`config.mk`:
```
export PLATFORM = sky130hd
export DESIGN_NAME = line_burst_fill
export DESIGN_NICKNAME = d
export VERILOG_FILES = /design/src/rtl/lbf_pkg.sv /design/src/rtl/lbf_qualify.sv /design/src/rtl/lbf_addr.sv /design/src/rtl/line_burst_fill.sv
export SDC_FILE = /design/constraint.sdc
export NUM_CORES = 1
export LEC_CHECK = 0
export ABC_AREA = 1
export BUFFER_PORTS_ARGS = -buffer_cell sky130_fd_sc_hd__buf_2
export CORE_MARGIN = 4
export CORE_UTILIZATION = 44
export CTS_BUF_LIST = sky130_fd_sc_hd__clkbuf_4 sky130_fd_sc_hd__clkbuf_8
export DETAILED_ROUTE_END_ITERATION = 16
export PLACE_DENSITY = 0.88
export SKIP_LAST_GASP = 1
export SLEW_MARGIN = 25
export SYNTH_ARGS = -nofsm -noshare
export SYNTH_HDL_FRONTEND = slang
export SYNTH_SLANG_ARGS = --single-unit
```
`constraint.sdc`:
```
create_clock -name clk -period 2.8 [get_ports clk]
set_input_delay 0.14 -clock clk [delete_from_list [all_inputs] [get_ports clk]]
set_output_delay 0.14 -clock clk [all_outputs]
set_load 0.01 [all_outputs]
```
`src/rtl/lbf_pkg.sv`:
```
package lbf_pkg;
    typedef enum logic [1:0] {
        ST_IDLE  = 2'd0,
        ST_ISSUE = 2'd1,
        ST_WAIT  = 2'd2
    } lbf_state_e;
endpackage

```
`src/rtl/lbf_qualify.sv`:
```
module lbf_qualify #(
    parameter int SLOTS  = 4,
    parameter int SLOT_W = $clog2(SLOTS)
) (
    input  logic [SLOTS-1:0]  line_valid,
    output logic              one_valid,
    output logic [SLOT_W-1:0] first_slot
);
    localparam int CNT_W = $clog2(SLOTS + 1);

    logic [CNT_W-1:0] ones;

    always_comb begin
        ones       = '0;
        first_slot = '0;
        for (int i = SLOTS - 1; i >= 0; i--) begin
            if (line_valid[i]) begin
                ones       = ones + CNT_W'(1);
                first_slot = SLOT_W'(i);
            end
        end
        one_valid = (ones == CNT_W'(1));
    end
endmodule

```
`src/rtl/lbf_addr.sv`:
```
module lbf_addr #(
    parameter int ADDR_W   = 32,
    parameter int SLOT_W   = 2,
    parameter int BYTE_W   = 2,
    parameter int LINE_LSB = SLOT_W + BYTE_W
) (
    input  logic [ADDR_W-1:LINE_LSB] base,
    input  logic [SLOT_W-1:0]        slot,
    output logic [ADDR_W-1:0]        addr
);
    assign addr = {base, slot, {BYTE_W{1'b0}}};
endmodule

```
`src/rtl/line_burst_fill.sv`:
```
module line_burst_fill
    import lbf_pkg::*;
#(
    parameter int ADDR_W    = 32,
    parameter int DATA_W    = 32,
    parameter int SLOTS     = 4,
    parameter int CTRL_W    = 8,
    parameter int EN_BIT    = 0,
    parameter int BURST_BIT = 4
) (
    input  logic                      clk,
    input  logic                      rst,
    input  logic                      fill_req,
    input  logic                      burst_en,
    input  logic [CTRL_W-1:0]         ctrl,
    input  logic [ADDR_W-1:0]         phys_addr,
    input  logic                      fast_region,
    input  logic [SLOTS-1:0]          line_valid,
    output logic                      busy,
    output logic                      mem_req,
    output logic [ADDR_W-1:0]         mem_addr,
    input  logic                      mem_ready,
    input  logic                      mem_rsp_valid,
    input  logic [DATA_W-1:0]         mem_rsp_data,
    input  logic                      mem_rsp_err,
    output logic                      wr_en,
    output logic [$clog2(SLOTS)-1:0]  wr_slot,
    output logic [DATA_W-1:0]         wr_data
);
    localparam int SLOT_W   = $clog2(SLOTS);
    localparam int BYTE_W   = $clog2(DATA_W / 8);
    localparam int LINE_LSB = SLOT_W + BYTE_W;
    localparam int BEATS    = SLOTS - 1;
    localparam int BEAT_W   = $clog2(SLOTS);

    lbf_state_e                state_q;
    logic [ADDR_W-1:LINE_LSB]  base_q;
    logic [SLOT_W-1:0]         slot_q;
    logic [BEAT_W-1:0]         beat_q;
    logic                      one_valid;
    logic [SLOT_W-1:0]         first_slot;
    logic                      start_ok;
    logic                      last_beat;
    logic [LINE_LSB-1:0]       unused_low;

    assign unused_low = phys_addr[LINE_LSB-1:0];

    lbf_qualify #(.SLOTS(SLOTS), .SLOT_W(SLOT_W)) u_qual (
        .line_valid (line_valid),
        .one_valid  (one_valid),
        .first_slot (first_slot)
    );

    lbf_addr #(.ADDR_W(ADDR_W), .SLOT_W(SLOT_W), .BYTE_W(BYTE_W), .LINE_LSB(LINE_LSB)) u_addr (
        .base (base_q),
        .slot (slot_q),
        .addr (mem_addr)
    );

    assign start_ok  = fill_req && burst_en && ctrl[EN_BIT] && ctrl[BURST_BIT]
                       && fast_region && one_valid;
    assign last_beat = (beat_q == BEAT_W'(BEATS - 1));

    // State register and burst bookkeeping
    always_ff @(posedge clk) begin
        if (rst) begin
            state_q <= ST_IDLE;
            base_q  <= '0;
            slot_q  <= '0;
            beat_q  <= '0;
        end else begin
            unique case (state_q)
                ST_IDLE: begin
                    if (start_ok) begin
                        state_q <= ST_ISSUE;
                        base_q  <= phys_addr[ADDR_W-1:LINE_LSB];
                        slot_q  <= first_slot + SLOT_W'(1);
                        beat_q  <= '0;
                    end
                end
                ST_ISSUE: begin
                    if (mem_ready) state_q <= ST_WAIT;
                end
                ST_WAIT: begin
                    if (mem_rsp_valid) begin
                        if (mem_rsp_err || last_beat) begin
                            state_q <= ST_IDLE;
                        end else begin
                            state_q <= ST_ISSUE;
                            slot_q  <= slot_q + SLOT_W'(1);
                            beat_q  <= beat_q + BEAT_W'(1);
                        end
                    end
                end
                default: state_q <= ST_IDLE;
            endcase
        end
    end

    // Outputs
    always_comb begin
        busy    = 1'b0;
        mem_req = 1'b0;
        wr_en   = 1'b0;
        wr_slot = slot_q;
        wr_data = mem_rsp_data;
        unique case (state_q)
            ST_IDLE:  ;
            ST_ISSUE: begin
                busy    = 1'b1;
                mem_req = 1'b1;
            end
            ST_WAIT: begin
                busy  = 1'b1;
                wr_en = mem_rsp_valid && !mem_rsp_err;
            end
            default:  ;
        endcase
    end
endmodule

```
### Word level (Yosys, flattened, before mapping)

Index checks and enable logic that the tools add are counted.

| cells by class | value |
|---|---|
| $add $sub $neg | 6 |
| equal/unequal tests | 8 |
| muxes and demuxes | 24 |
| reduce and logical (&&, ||, !) cells | 14 |

Operators by type and width:

| operator | count |
|---|---|
| 2-to-1 mux 2 bit | 13 |
| 2-to-1 mux 3 bit | 3 |
| != test 2 bit, second input constant | 4 |
| case mux 2 bit (2 select lines) | 2 |
| adder 2 x 1 -> 2 bit, second input constant | 3 |
| adder 3 x 1 -> 3 bit, second input constant | 2 |
| logical AND 1 bit | 6 |
| case mux 2 bit (3 select lines) | 1 |
| 2-to-1 mux 1 bit | 5 |
| == test 2 bit, second input constant | 2 |
| AND reduction 4 bit | 1 |
| == test 3 x 1 -> 1 bit, second input constant | 1 |
| AND reduction 3 bit | 1 |
| adder 1 x 1 -> 2 bit, second input constant | 1 |
| == test 2 x 1 -> 1 bit, second input constant | 1 |
| logical NOT 2 bit | 1 |
| AND reduction 2 bit | 1 |
| nonzero test 2 bit | 1 |
| OR reduction 2 bit | 1 |
| logical NOT 1 bit | 1 |
| logical OR 1 bit | 1 |

| storage, ports and cells | value |
|---|---|
| register bits | 34 |
| bits of input ports | 84 |
| output and inout bits | 69 |
| logic and storage cells | 56 |

### Depth between registers and ports, before layout

Gate-level depths: netlist of run 1.

| logic depth | value |
|---|---|
| depth in word-level cells | 11 |
| mapped depth | 17 |
| gate-level depth less buffers | 17 |

### By module

From an unflattened synthesis of run 1, not the netlist that was laid out.

| second synthesis, totals | value |
|---|---|
| cells, all modules | 281 |
| area, all modules | 2110.8 um^2 |

By module, submodules not included:

| module | times used | cells an instance | area an instance (um^2) | seq. area each (um^2) |
|---|---|---|---|---|
| line_burst_fill | 1 | 223 | 1719.1 | 680.7 |
| lbf_addr | 1 | 33 | 244.0 | 0.0 |
| lbf_qualify | 1 | 25 | 147.6 | 0.0 |

### Least setup slack after synthesis of run 1

Ideal clock, no wire load.

| timing path | value |
|---|---|
| path kind | input-to-reg |
| from | input line_valid[2] |
| to | register base_q[24] (netlist bit) |
| setup time | 0.117 ns |
| data arrival time | 1.691 ns |
| required time | 2.683 ns |
| setup slack | 0.992 ns |
| cell stages on the path | 16 |
| path buffers | 2 |
| path through | inv_1 ha_1 inv_1 nand2_1 nand2_2 ha_1 nand2_1 inv_1 nand2_1 nand2_1 nor2_1 nand3_2 buf_6 buf_8 o21ai_1 a21oi_1 |

| between the ends | value |
|---|---|
| cells in the longest elaborated chain, start to end | 8 |

RTL lines:

| item | RTL line | text |
|---|---|---|
| start: declaration | line_burst_fill.sv:18 | `input logic [SLOTS-1:0] line_valid,` |
| 2-to-1 mux 3 bit * | lbf_qualify.sv:17 | `if (line_valid[i]) begin` |
| adder 3 x 1 -> 3 bit | lbf_qualify.sv:18 | `ones = ones + CNT_W'(1);` |
| 2-to-1 mux 3 bit * | lbf_qualify.sv:17 |  |
| adder 3 x 1 -> 3 bit | lbf_qualify.sv:18 |  |
| 2-to-1 mux 3 bit * | lbf_qualify.sv:17 |  |
| == test 3 x 1 -> 1 bit * | lbf_qualify.sv:22 | `one_valid = (ones == CNT_W'(1));` |
| logical AND 1 bit * | line_burst_fill.sv:61 | `&& fast_region && one_valid;` |
| AND reduction 2 bit (no line) * | - |  |
| end signal: assignment | line_burst_fill.sv:76 | `base_q <= phys_addr[ADDR_W-1:LINE_LSB];` |
| end: declaration | line_burst_fill.sv:37 | `logic [ADDR_W-1:LINE_LSB] base_q;` |

Every way passes the cells marked *; elsewhere a longest branch is shown, timed or not.
A chain may end at the register's enable or synchronous reset.

### Worst setup path in the final report of run 1

| timing path | value |
|---|---|
| from | input line_valid[2] |
| to | register base_q[13] (netlist bit) |

The elaborated chain is that of the path after synthesis.

==> results of run 1 <==
## area by class of cell
class	instances	area (sq um)
clock inverter	3	40.0
sequential	34	681
fill	451	2130
multi-input combinational	133	746
clock buffer	5	68.8
inverter	52	195
tap	52	65.1
timing repair buffer	77	400
## cell usage after synthesis
| library cell | instances | area (sq um) |
|---|---|---|
| ha_1 | 9 | 113 |
| nor3_1 | 2 | 10.0 |
| or2_2 | 1 | 6.26 |
| buf_4 | 36 | 270 |
| nand2_1 | 29 | 109 |
| nand3_2 | 3 | 30.0 |
| a21oi_1 | 24 | 120 |
| o21bai_1 | 1 | 7.51 |
| dfxtp_1 | 34 | 681 |
| clkbuf_2 | 1 | 5.00 |
| o21ai_0 | 17 | 85.1 |
| conb_1 | 1 | 3.75 |
| o21ai_1 | 8 | 40.0 |
| nor2_1 | 14 | 52.6 |
| inv_1 | 52 | 195 |
| nand4_1 | 4 | 25.0 |
| a21oi_2 | 5 | 43.8 |
| a21o_1 | 1 | 7.51 |
| buf_8 | 1 | 15.0 |
| o21ai_2 | 5 | 43.8 |
| clkbuf_1 | 3 | 11.3 |
| nand3_1 | 4 | 20.0 |
| buf_6 | 4 | 45.0 |
| nand2_2 | 4 | 25.0 |
## worst max-delay path, stage by stage
cell     delay [ns]
buf_2          0.09
inv_1          0.05
ha_1           0.34
inv_1          0.05
nand2_1        0.08
nand2_2        0.06
ha_1           0.20
nand2_1        0.08
inv_1          0.04
nand2_1        0.06
nand2_1        0.05
nor2_1         0.15
nand3_2        0.11
buf_12         0.19
o21ai_0        0.19
a21oi_1        0.06
## state kept, by name (all words and copies together), names as in the netlist
register and cells:
wr_slot 2, base_q 28, state_q 2, beat_q 2
## layer usage
metal | vias up | routed length, um | global-route usage
li1 | 854 | - | -
met1 | 711 | 1490 | 0.144
met2 | 47 | 1870 | 0.231
met3 | 12 | 290 | 0.0427
met4 | 0 | 64 | 0.0652
met5 | - | 0 | 0
## kinds of logic after synthesis
| group | Yosys count | synth area share |
|---|---|---|
| buffers and inverters | 97 | 0.276 |
| AO/OA/AOI/OAI | 61 | 0.177 |
| AND/OR/NAND/NOR | 61 | 0.141 |
| flip-flops | 34 | 0.346 |
| adder cells (fa/ha/maj) | 9 | 0.0573 |
| other | 1 | 0.00191 |
## worst paths after layout
path | start | endpoint | slack [ns] | depth (start not counted)
hold reg to reg | base_q[10] | base_q[10] | 0.44 | 2
setup / recovery | line_valid[2] | base_q[13] | 0.99 | 16
hold / removal | phys_addr[8] | base_q[8] | 0.12 | 3
setup reg to reg | state_q[0] | beat_q[0] | 1.16 | 9
## stage by stage
stage	instance area (sq um)	utilization
after global placement	2090	0.483
after detailed placement	2090	0.483
final	2200	0.508
after floorplan	1970	-
after CTS	2200	0.508
after global routing	2200	0.508
## where the power goes
group	total, mW	switching [mW]	internal [mW]
clock network	0.435	0.173	0.262
logic	0.321	0.191	0.130
registers	0.527	0.0168	0.510
total	1.28	0.380	0.902
==> reports/metrics.cfg, run 1 <==
[run_status]
status = finished clean

[grt]
grt_pass1_wl_um = 5850
grt_max_degree = 57
overflow = 0
antenna_found_initial = 0
grtUsageTotal = 0.132
grt_pass1_vias = 1459

[power]
ir_worst_vdd_mv = 0.329
power_mw = 1.28
p_leak_nw = 1.12
pwr_density_cell_nw_per_um2 = 584

[floorplan]
die_h_um = 74.8
ios = 153
rows = 24
die_x_um = 74.8
start_util = 0.454
dieArea_sq_um = 5600
core_area_sq_um = 4320

[route]
viasPerCell = 4.56
drt_first_pass_iters = 4
drc = 0
ant_nets = 0
drt-total-wl_um = 3710
vias = 1624
drtIter0Drc = 50
routed_wire_length_per_instance_um = 10.4

[timing]
rsz0062_at_grt = no
setup-violations-final = 0
finClkSkew_ns = 0.00578
worst_pin_slew_ns = 0.965
maxSlewHeadroom = 0.356
fin_crit_ns = 1.81
fmax_mhz = 551
fin_setup_tns_ns = 0
setup_slack_ns = 0.987
worst_hold_slack_ns = 0.115
fin_crit_sh = 0.648
hold_violations = 0
slew_viol_final = 0

[place]
gp_congestion = 0.757
dp_hpwl_um = 2880
dpl.cell_count = 348
place_ws_ns = 0.686
io_buffer_count = 76

[cts]
cts_hold_buf = 0
cts.sinks = 34
cts_max_path_buffers = 2
ctsResizeCount = 0
cts_buffers = 5
insertion_delay_ns = 0.28
htree_levels = 2
cts_tree = built
cts-root-buf = clkbuf_8
postCtsSetupRepairBufs = 0
cts.reportedPaths.clkPinSlew_ns = 0.07

[setup_path]
critPathRequiredTime_ns = 2.96
critPathKind = in2reg
cp_max_fo = 56
end_kind = register
startpoint_type = primary input
crit_arrival_ns = 1.97

[synthesis]
yosysWarnings = 0
ys_seq_area_frac = 0.346
synth.avg_cell_area_sq_um = 7.47
ys_ff_latch = 34
syn_area_sq_um = 1960
postSynthCellCount = 263
yosys.cell_types.count = 24

[min_path]
hp-class = in2reg

[final_layout]
final_common_cell = buf_2
fin_cells = 356
drive_gt1_frac = 0.339
area_growth_pct = 11.8
final_net_count = 396
diodes = 0
layout.cells.most_common_list = 76 x buf_2, 52 x inv_1, 34 x dfxtp_1

[job]
maxCapViolCount = 0

Power figures use the tool's default switching activity.
==> run 2: changes to the inputs <==
--- a/config.mk
+++ b/config.mk
@@ -5,13 +5,13 @@
 export SDC_FILE = /design/constraint.sdc
 export NUM_CORES = 1
 export LEC_CHECK = 0
-export ABC_AREA = 1
+export ABC_AREA = 0
 export BUFFER_PORTS_ARGS = -buffer_cell sky130_fd_sc_hd__buf_2
 export CORE_MARGIN = 4
-export CORE_UTILIZATION = 44
+export CORE_UTILIZATION = 37
 export CTS_BUF_LIST = sky130_fd_sc_hd__clkbuf_4 sky130_fd_sc_hd__clkbuf_8
 export DETAILED_ROUTE_END_ITERATION = 16
-export PLACE_DENSITY = 0.88
+export PLACE_DENSITY = 0.78
 export SKIP_LAST_GASP = 1
 export SLEW_MARGIN = 25
 export SYNTH_ARGS = -nofsm -noshare
==> constraint.sdc (replaced) <==
create_clock -name clk -period 1.55 [get_ports clk]
set_input_delay 0.0775 -clock clk [delete_from_list [all_inputs] [get_ports clk]]
set_output_delay 0.0775 -clock clk [all_outputs]
set_load 0.01 [all_outputs]
==> run 2 against run 1 <==
Die area increased by 20%. Critical path type unchanged. Highest routed layer unchanged. The flow now finishes with violations (setup timing). Power rose by 120%. Worst setup slack got worse by 1.4 ns. Synthesized cell count is 6.1% lower.
==> reports/metrics.cfg, run 2 <==
[synthesis]
yosysWarnings = 0  ; unchanged
yosysTopAreaCell = dfxtp_1  ; unchanged
ys_seq_area_frac = 0.338  ; was 0.346
ys_ff_latch = 34  ; unchanged
synth.top_cells.by_count = 38 x buf_4, 34 x a21oi_1, 34 x dfxtp_1  ; was 52 x inv_1, 36 x buf_4, 34 x dfxtp_1
ys_top_cells_by_area = dfxtp_1 34%, buf_4 14%, a21oi_1 8.4%, o21ai_0 8.0%, nand3_1 7.7%  ; was dfxtp_1 35%, buf_4 14%, inv_1 9.9%, a21oi_1 6.1%, ha_1 5.7%
synth.most_common_cell = buf_4  ; was inv_1
synth_edf_count = 0  ; unchanged
postSynthCellCount = 247  ; was 263
yosys.cell_types.count = 39  ; was 24
synthFlopType = dfxtp_1  ; unchanged
synth.avg_cell_area_sq_um = 8.16  ; was 7.47 sq um
syn_area_sq_um = 2010  ; was 1960 sq um
async_flop_share = 0  ; unchanged
synth_top_area_frac = 0.338  ; was 0.346

[final_layout]
final_util = 0.510  ; was 0.508
layout.cells.most_common_list = 74 x buf_2, 34 x dfxtp_1, 34 x buf_4  ; was 76 x buf_2, 52 x inv_1, 34 x dfxtp_1
final_net_count = 408  ; was 396
top_register = base_q  ; unchanged
final_area_sq_um = 2660  ; was 2200 sq um
final-seq-area_sq_um = 681  ; unchanged
drive_gt1_frac = 0.440  ; was 0.339
final_common_cell = buf_2  ; unchanged
diodes = 0  ; unchanged
nFillCells = 517  ; was 451
area_growth_pct = 31.8  ; was 11.8%
largest_reg_flops = 28  ; unchanged
multi_input_area_sq_um = 1040  ; was 746 sq um

[setup_path]
critPathRequiredTime_ns = 1.75  ; was 2.96 ns
r2r_setup_slack_ns = -0.20  ; was 1.16 ns
end_kind = register  ; unchanged
reg2reg_from = state_q[1]  ; was state_q[0]
critPathKind = in2reg  ; unchanged
cp_max_fo = 4  ; was 56
ff2ff_path_depth = 7  ; was 9
crit_arrival_ns = 2.15  ; was 1.97 ns
startpoint_type = primary input  ; unchanged
rr_endpoint = beat_q[0]  ; unchanged

[cts]
cts_tree = built  ; unchanged
insertion_delay_ns = 0.28  ; about the same
cts_buffers = 5  ; unchanged
cts_hold_buf = 0  ; unchanged
cts-root-buf = clkbuf_8  ; unchanged
cts.reportedPaths.clkPinSlew_ns = 0.07  ; about the same
cts.sinks = 34  ; unchanged
htree_levels = 2  ; unchanged
cts_max_path_buffers = 2  ; unchanged

[power]
ir_worst_vdd_mv = 0.721  ; was 0.329 mV
p_leak_nw = 1.16  ; was 1.12 nW
pwr_density_cell_nw_per_um2 = 1060  ; was 584 nW/um^2

[route]
drc = 0  ; unchanged
drtIter0Drc = 79  ; was 50
vias = 1988  ; was 1624
viasPerCell = 5.15  ; was 4.56
drt_first_pass_iters = 4  ; unchanged
ant_nets = 0  ; unchanged
routed_wire_length_per_instance_um = 14.4  ; was 10.4 um
drt-total-wl_um = 5560  ; was 3710 um

[timing]
hold_violations = 0  ; unchanged
fmax_mhz = 511
slew_viol_final = 0  ; unchanged
fin_crit_sh = 1.26
setup-violations-final = 34  ; was 0
setup_slack_ns = -0.407  ; was 0.987 ns
maxSlewHeadroom = 0.643  ; was 0.356
finClkSkew_ns = 0.00762  ; was 0.00578 ns
rsz0062_at_grt = yes  ; was no
worst_hold_slack_ns = 0.0427  ; was 0.115 ns
fin_crit_ns = 1.96
fin_setup_tns_ns = -11.29  ; was 0 ns
worst_pin_slew_ns = 0.532  ; was 0.965 ns

[grt]
grtUsageTotal = 0.164  ; was 0.132
grt_pass1_wl_um = 8500  ; was 5850 um
grt_pass1_vias = 1904  ; was 1459
antenna_found_initial = 0  ; unchanged
grt_max_degree = 30  ; was 57
overflow = 0  ; unchanged

[floorplan]
dieArea_sq_um = 6690  ; was 5600 sq um
rows = 26  ; was 24
ios = 153  ; unchanged
die_h_um = 81.8  ; was 74.8 um
start_util = 0.387  ; was 0.454
core_area_sq_um = 5200  ; was 4320 sq um
die_x_um = 81.8  ; was 74.8 um

[place]
place_area_sq_um = 2410  ; was 2090 sq um
io_buffer_count = 76  ; unchanged
gp_congestion = 0.842  ; was 0.757
dp_hpwl_um = 3950  ; was 2880 um

[run_status]
status = finished, violations left  ; was finished clean
violations = setup timing

[min_path]
hp-start = phys_addr[25]  ; was phys_addr[8]
hold_path_depth = 3  ; unchanged
hp-class = in2reg  ; unchanged
min_to = base_q[25]  ; was base_q[8]

[job]
maxCapViolCount = 0  ; unchanged

## run 2: cell types whose count changed after synthesis, sizes merged, moves of 3 or more
cell	delta
inv	-43
o31ai	+3
clkbuf	+8
nand2	-30
nand3	+24
nor2	-9
a21oi	+5
## run 2: cell families (layout without fill, tap and decap cells)
| group | Yosys count | in the layout | synth area share |
|---|---|---|---|
| compound gates | 82 | 82 | 0.239 |
| buf+inv | 62 | 130 | 0.194 |
| simple gates | 54 | 54 | 0.150 |
| flops | 34 | 34 | 0.338 |
| fa+ha+maj | 9 | 9 | 0.0559 |
| xor+xnor | 4 | 4 | 0.0174 |
| other cells | 1 | 2 | 0.00186 |
| mux | 1 | 1 | 0.00497 |
## run 2: metal layers
metal | up-vias | share of wire | GRT usage
li1 | 973 | - | -
met1 | 931 | 0.41 | 0.180
met2 | 74 | 0.50 | 0.292
met5 | - | 0 | 0
met4 | 0 | 0.013 | 0.0615
met3 | 10 | 0.077 | 0.0537
## run 2: what timing repair did
| item | 4_1_cts | 5_1_grt |
|---|---|---|
| setup buffers | 5 | 4 |
| pin swaps | 14 | 4 |
| gates resized for setup | 12 | 5 |
| cloned | 0 | 0 |
| setup endpoints to repair | 34 | 35 |
## run 2: how the worst max path moves through the flow
stage                  startpoint         end  cells past startpoint
finish              line_valid[2]  state_q[1]                     11
global route        line_valid[2]  base_q[20]                     11
CTS                 line_valid[2]  state_q[0]                     10
detailed placement  line_valid[2]  state_q[0]                     10
global placement    line_valid[2]  state_q[0]                     10
floorplan           line_valid[2]  base_q[16]                     10
## run 2: per-stage QoR
step | instances | total power, mW | setup slack [ns]
floorplan | 248 | 1.66 | -0.493
global placement | 369 | 1.99 | -0.740
detailed placement | 369 | 2.02 | -0.848
CTS | 382 | 2.79 | -0.384
global route | 386 | 3.02 | -0.492
finish | 386 | 2.82 | -0.407
## run 2: critical path, stage by stage
cell and delay [ns]:
buf_12 0.09, inv_12 0.03, ha_4 0.22, xor2_1 0.16, ha_1 0.32, nand3b_1 0.22, o311a_4 0.17, o41ai_4 0.38
buf_4 0.19, a31oi_1 0.06, a311oi_1 0.23
## run 2: layout make-up
type                       count  share of cell area
clock buffer                   6              0.0311
inverter                       9              0.0193
sequential                    34               0.256
timing repair buffer         113               0.265
clock inverter                 2             0.00471
tap                           70              0.0330
multi-input combinational    152               0.391
## run 2: where the power goes
group | switching (mW) | internal, mW | total (mW)
clock network | 0.313 | 0.357 | 0.669
registers | 0.0437 | 0.913 | 0.957
logic | 0.672 | 0.518 | 1.19
